File: src/rtl/dma2ch.sv
module dma2ch #(
  parameter int AW    = 32,
  parameter int CNT_W = 24,
  parameter int VEC_W = 7
)(
  input  logic             clk,
  input  logic             rst_n,
  input  logic             cfg_we,
  input  logic [3:0]       cfg_addr,
  input  logic [31:0]      cfg_wdata,
  output logic [31:0]      cfg_rdata,
  input  logic [1:0]       dreq,
  output logic             mem_req,
  output logic             mem_we,
  output logic [AW-1:0]    mem_addr,
  output logic [1:0]       mem_size,
  output logic [31:0]      mem_wdata,
  input  logic [31:0]      mem_rdata,
  input  logic             mem_ack,
  output logic             irq,
  output logic [VEC_W-1:0] irq_vector
);
  typedef enum logic [1:0] {S_IDLE, S_RD, S_WR} st_t;

  logic [AW-1:0]    sar [2];
  logic [AW-1:0]    dar [2];
  logic [CNT_W-1:0] tcr [2];
  logic [15:0]      ctl [2];
  logic [VEC_W-1:0] vec [2];
  logic             dme, rr_en, cur, last;
  logic [1:0]       active, beat;
  st_t              st;
  logic [31:0]      hold;

  logic [1:0]       sz;
  logic             burst, last_beat;
  logic [AW-1:0]    step, off, sdelta, ddelta;
  logic [CNT_W-1:0] nx_cnt;
  logic [1:0]       elig, go;
  logic             pick, nx_dme, eval_start;
  logic [15:0]      nx_ctl [2];

  assign sz        = ctl[cur][11:10];
  assign burst     = (sz == 2'd3);
  assign last_beat = !burst || (beat == 2'd3);
  assign step      = burst ? AW'(16) : (AW'(1) << sz);
  assign off       = burst ? AW'({beat, 2'b00}) : '0;

  always_comb begin
    ddelta = (ctl[cur][14] ? step : '0) - (ctl[cur][15] ? step : '0);
    sdelta = burst ? AW'(16) : ((ctl[cur][12] ? step : '0) - (ctl[cur][13] ? step : '0));
    if (burst) nx_cnt = (tcr[cur] <= CNT_W'(4)) ? '0 : tcr[cur] - CNT_W'(4);
    else       nx_cnt = tcr[cur] - CNT_W'(1);
  end

  always_comb begin
    for (int c = 0; c < 2; c++)
      elig[c] = active[c] && dme && (ctl[c][9] || dreq[c]);
    if (&elig) pick = rr_en ? ~last : 1'b0;
    else       pick = elig[1] && !elig[0];
  end

  assign nx_dme     = (cfg_we && cfg_addr == 4'd8) ? cfg_wdata[0] : dme;
  assign eval_start = cfg_we && (cfg_addr == 4'd3 || cfg_addr == 4'd7 ||
                                 (cfg_addr == 4'd8 && cfg_wdata[0] && !dme));
  always_comb
    for (int c = 0; c < 2; c++) begin
      nx_ctl[c] = (cfg_we && cfg_addr == 4'(c * 4 + 3)) ? cfg_wdata[15:0] : ctl[c];
      go[c]     = eval_start && nx_dme && nx_ctl[c][0] && !nx_ctl[c][1];
    end

  always_ff @(posedge clk) begin
    if (!rst_n) begin
      for (int c = 0; c < 2; c++) begin
        sar[c] <= '0; dar[c] <= '0; tcr[c] <= '0; ctl[c] <= '0; vec[c] <= '0;
      end
      dme <= 1'b0; rr_en <= 1'b0; cur <= 1'b0; last <= 1'b0;
      active <= '0; beat <= '0; st <= S_IDLE; hold <= '0;
      irq <= 1'b0; irq_vector <= '0;
    end else begin
      irq <= 1'b0;
      case (st)
        S_IDLE: if (|elig) begin
          cur <= pick; last <= pick; beat <= '0; st <= S_RD;
        end
        S_RD: if (mem_ack) begin
          hold <= mem_rdata; st <= S_WR;
        end
        S_WR: if (mem_ack) begin
          if (!last_beat) begin
            beat <= beat + 2'd1; st <= S_RD;
          end else begin
            sar[cur] <= sar[cur] + sdelta;
            dar[cur] <= dar[cur] + ddelta;
            tcr[cur] <= nx_cnt;
            st <= S_IDLE;
            if (nx_cnt == '0) begin
              active[cur] <= 1'b0;
              ctl[cur][1] <= 1'b1;
              if (ctl[cur][2]) begin
                irq <= 1'b1; irq_vector <= vec[cur];
              end
            end
          end
        end
        default: st <= S_IDLE;
      endcase
      if (cfg_we) begin
        for (int c = 0; c < 2; c++) begin
          if (cfg_addr == 4'(c * 4))     sar[c] <= AW'(cfg_wdata);
          if (cfg_addr == 4'(c * 4 + 1)) dar[c] <= AW'(cfg_wdata);
          if (cfg_addr == 4'(c * 4 + 2)) tcr[c] <= cfg_wdata[CNT_W-1:0];
          if (cfg_addr == 4'(c * 4 + 3)) begin
            ctl[c] <= cfg_wdata[15:0];
            if (!cfg_wdata[0]) active[c] <= 1'b0;
          end
          if (cfg_addr == 4'(9 + c)) vec[c] <= cfg_wdata[VEC_W-1:0];
        end
        if (cfg_addr == 4'd8) begin
          dme <= cfg_wdata[0]; rr_en <= cfg_wdata[3];
        end
      end
      for (int c = 0; c < 2; c++)
        if (go[c]) begin
          if (tcr[c] == '0) ctl[c] <= nx_ctl[c] | 16'h0002;
          else              active[c] <= 1'b1;
        end
    end
  end

  always_comb begin
    cfg_rdata = '0;
    case (cfg_addr)
      4'd0: cfg_rdata = 32'(sar[0]);
      4'd1: cfg_rdata = 32'(dar[0]);
      4'd2: cfg_rdata = 32'(tcr[0]);
      4'd3: cfg_rdata = 32'(ctl[0]);
      4'd4: cfg_rdata = 32'(sar[1]);
      4'd5: cfg_rdata = 32'(dar[1]);
      4'd6: cfg_rdata = 32'(tcr[1]);
      4'd7: cfg_rdata = 32'(ctl[1]);
      4'd8: cfg_rdata = {28'd0, rr_en, 2'b00, dme};
      4'd9: cfg_rdata = 32'(vec[0]);
      4'd10: cfg_rdata = 32'(vec[1]);
      default: cfg_rdata = '0;
    endcase
  end

  assign mem_req   = (st != S_IDLE);
  assign mem_we    = (st == S_WR);
  assign mem_addr  = ((st == S_WR) ? dar[cur] : sar[cur]) + off;
  assign mem_size  = burst ? 2'd2 : sz;
  assign mem_wdata = hold;

  p_req_hold_r9: assert property (@(posedge clk) disable iff (!rst_n)
    mem_req && !mem_ack |=> mem_req && $stable(mem_addr) && $stable(mem_we));
  p_rd_then_wr_r9: assert property (@(posedge clk) disable iff (!rst_n)
    mem_req && mem_ack && !mem_we |=> mem_req && mem_we);
  p_wdata_r9: assert property (@(posedge clk) disable iff (!rst_n)
    mem_req && mem_ack && !mem_we |=> mem_wdata == $past(mem_rdata));
  p_irq_end_r7: assert property (@(posedge clk) disable iff (!rst_n)
    irq |-> $past(mem_req && mem_ack && mem_we));
  p_size_r3: assert property (@(posedge clk) disable iff (!rst_n)
    mem_req |-> mem_size != 2'd3);
  p_no_master_r2: assert property (@(posedge clk) disable iff (!rst_n)
    !dme && st == S_IDLE |=> !mem_req);
endmodule

File: config.mk
export PLATFORM = sky130hd
export DESIGN_NAME = dma2ch
export DESIGN_NICKNAME = d
export VERILOG_FILES = /design/src/rtl/dma2ch.sv
export SDC_FILE = /design/constraint.sdc
export NUM_CORES = 1
export LEC_CHECK = 0
export ABC_AREA = 0
export BUFFER_PORTS_ARGS = -buffer_cell sky130_fd_sc_hd__buf_2
export CAP_MARGIN = 20
export CORE_MARGIN = 3
export CORE_UTILIZATION = 48
export CTS_CLUSTER_SIZE = 30
export DETAILED_ROUTE_END_ITERATION = 10
export PLACE_DENSITY = 0.65
export SKIP_CTS_REPAIR_TIMING = 1
export SYNTH_ARGS = -nofsm -noshare
export SYNTH_HDL_FRONTEND = slang
export SYNTH_SLANG_ARGS = --single-unit
File: constraint.sdc
create_clock -name clk -period 9.5 [get_ports clk]
set_clock_uncertainty 0.15 [all_clocks]
set_input_delay 1.9 -clock clk [delete_from_list [all_inputs] [get_ports clk]]
set_output_delay 1.9 -clock clk [all_outputs]
set_load 0.005 [all_outputs]
==> impl_results.md <==
- Worst path slowest cell: dfxtp_4
- Worst-margin pin slew: 1.23 ns
- Max Root-Sink Buffers: 3
- CTS buffer count: 35
- Die Y: 207 um
- EDFF count, synth: 220
- Crit-path cells: and3b_1 -> or2_2 -> and2_1 -> ha_1 -> a21o_1 -> nand2_1 -> or3_1 -> nor3_1 -> nand2_1 -> or2_2 -> nor2_1 -> xor2_1 -> buf_2
- Mean Syn Cell Area: 8.86 um2
- Seq/Total Area, Yosys: 39.5%
- Max Slew Vio Count: 0
- Synth top area cells: edfxtp_1 34%, o21ai_0 5.9%, dfxtp_1 5.4%, ha_1 4.8%, nand2_1 4.7%
- Slew HR: 17.3%
- Tcrit/Tclk final: 76.5%
- Top layer used by detailed routing: met4
- Setup slack, reg-to-reg: 2.59 ns
- Final setup fails: 0
- WL met1: 28400 um
- Post-synth top area cell: edfxtp_1
- Metal3 WL: roughly 6500 um
- Initial DRC count: 1832
- Critical Path End Type: output port
- IO buf count: 181
- Static Leakage: 8.63 nW
- Post-synth ARST share: 0%
- Distinct cells, synth: 85
- MaxCap Viol Count: 0
- Crit-path max cell delay: 0.82 ns
- Status: finished, final reports clean
- Clk slew on worst S/H paths: roughly 0.060 ns
- Final Hold Slack: around 0.3 ns
- Post-Route Setup TNS: 0 ns
- Grt total ovfl: 0
- DIE WIDTH: roughly 210 um
- Mapped cell area: 19400 um2
- CP required: 7.45 ns
- Post-route DRC violation count: 0
- First-pass GRT wire length: 106000 um
- Setup CP Type: register to output port
- Setup crit start kind: register
- WL/cell: 25.1 um
- Hold crit path type: register to register
- GP Congestion: 0.957
- Max Clk Rate: ~140 MHz
- Pwr per Cell Area: 153 nW/um2
- Starting Density: 49.3%
- Antenna diodes: 0
- CTS Sinks: 272
- Crit path max fanout: 48
- Yosys warning count: 0
- CTS tree: done
- Filler instances: 3599
- Vias in the first global route: 17.4k
- Skew-Pair Late Insertion Delay: 0.55 ns
- Detail-routed via count per cell: 6.41
- WL final: between 70000 and 80000 um
- RSZ-0062 raised after global routing: false
- Max VDD drop: 0.104 mV
- Number of hold violations in the final report: 0
- I/O pin count: 182
- Antenna violations before repair: 1
- WL met2: 32600 um
- Top FF cell, synth: edfxtp_1
- P&R area growth vs syn: 13.5%
- Core area: 39300 um2
- Htree depth: 2
- Minimum clock period: 7.27 ns
- DP Wirelength: 51800 um
- Fin nets: between 2k and 2.5k
- Vias post-DR: approximately 18k
- CTS root buffer: clkbuf_16
- Routed Antenna Nets: 0
- Pre-Repair DR Iteration Count: 5
- Flops & latches, synth: 272
- Die Area: 42800 um2
- Share of the synthesized area in the top cell type: 34.1%
- Largest net degree at the start of global routing: 64
- CP arrival: 5.22 ns
- Placement Rows: 72
- Mapped Nets: 2344
- Layout cells sized above 1: 15.5%
- Post-Syn Instances: ~2.2k
- Total Routing Usage GR: between 30% and 40%
[sequential cells by signal, summed over array words and instances, names as in the netlist, 7 cells and up, named ones only]
| register | flops |
|---|---|
| mem_wdata | 32 |
| ctl | 32 |
| vec | 14 |
| irq_vector | 7 |
| dar | 64 |
| tcr | 48 |
| sar | 64 |
[cells in the final DEF, fill, tap and decap left out, types with 38 or more instances in the layout]
cell / n
nor2_1: 120
xor2_1: 40
mux2_2: 49
buf_2: 181
a21oi_1: 125
inv_1: 84
a22oi_1: 93
nor3_1: 38
edfxtp_1: 220
mux2i_1: 65
dfxtp_1: 51
clkbuf_16: 38
and2_1: 47
nand3_1: 180
ha_1: 75
xnor2_1: 60
o21ai_0: 229
nand2_1: 241
[worst max-delay path, delay by kind of cell, from the launching register on]
kind	cells	cell delay (ns)
AOI/OAI and AO/OA	1	0.10
xor gates and xnor gates	1	0.17
adders and majority gates	1	0.29
buffers and inverters	1	0.13
DFF	1	0.82
and+or+nand+nor	9	3.13
[cell usage after synthesis (all sizes together), types with 11 or more instances]
cell / number
nand2: 245
o21ai: 233
edfxtp: 220
nand3: 180
a21oi: 125
nor2: 123
clkbuf: 95
a22oi: 93
inv: 85
ha: 75
mux2i: 65
xnor2: 60
and2: 52
dfxtp: 52
mux2: 49
nor3: 46
xor2: 40
a21o: 35
buf: 33
nand4: 25
or3: 21
nand2b: 18
a211oi: 16
nor4: 16
nor2b: 14
o211ai: 13
o21a: 13
and3: 12
a31oi: 11
[metrics by stage]
stage          area [um2]  instances  utilization, %  setup WS [ns]  power (W)
3_5_place_dp        20800       2795            52.9           2.63    0.00199
4_1_cts             21900       2857            55.9           2.27    0.00337
2_1_floorplan       19400       2186               -           2.04    0.00177
3_3_place_gp        20700       2794            52.8           2.70    0.00199
5_1_grt             22000       2858            55.9           1.95    0.00348
6_report            22000       2858            55.9           2.23    0.00336
[routing by layer]
metal / track usage [%] / vias to the layer above
li1: - / 8337
met1: 43.3 / 8721
met2: 53.3 / 1079
met3: 5.07 / 190
met4: 17.0 / 0
met5: 0 / -
[report_power, final]
part / internal (W) / leakage [nW] / total (W) / switching [W]
combinational: 0.000214 / 5.38 / 0.000604 / 0.000390
clock: 0.000844 / 0.581 / 0.00138 / 0.000537
sequential: 0.00134 / 2.67 / 0.00138 / 0.0000430
[cell type report]
class	instances	area [um2]	area share (%)
Clock buffer	45	987	4.49
Clock inverter	17	191	0.871
Inverter	85	319	1.45
Multi-Input combinational cell	1701	10900	49.8
Sequential cell	272	7650	34.8
Tap cell	518	648	2.95
Timing Repair Buffer	220	1240	5.64
[kinds of logic after synthesis]
family | share of synthesized area [%]
simple gates | 19.9
buf+inv | 4.34
flops | 39.5
mux | 6.33
compound gates | 19.6
xor+xnor | 4.52
fa+ha+maj | 5.78
[final timing paths]
check / startpoint / endpoint / cells after the start
max: register / mem_addr[31] / 13
min: mem_wdata[30] / mem_wdata[30] / 2
max reg2reg: register / sar[1][31] / 20
min reg2reg: mem_wdata[30] / mem_wdata[30] / 2
(Power assumes the default switching activity.)
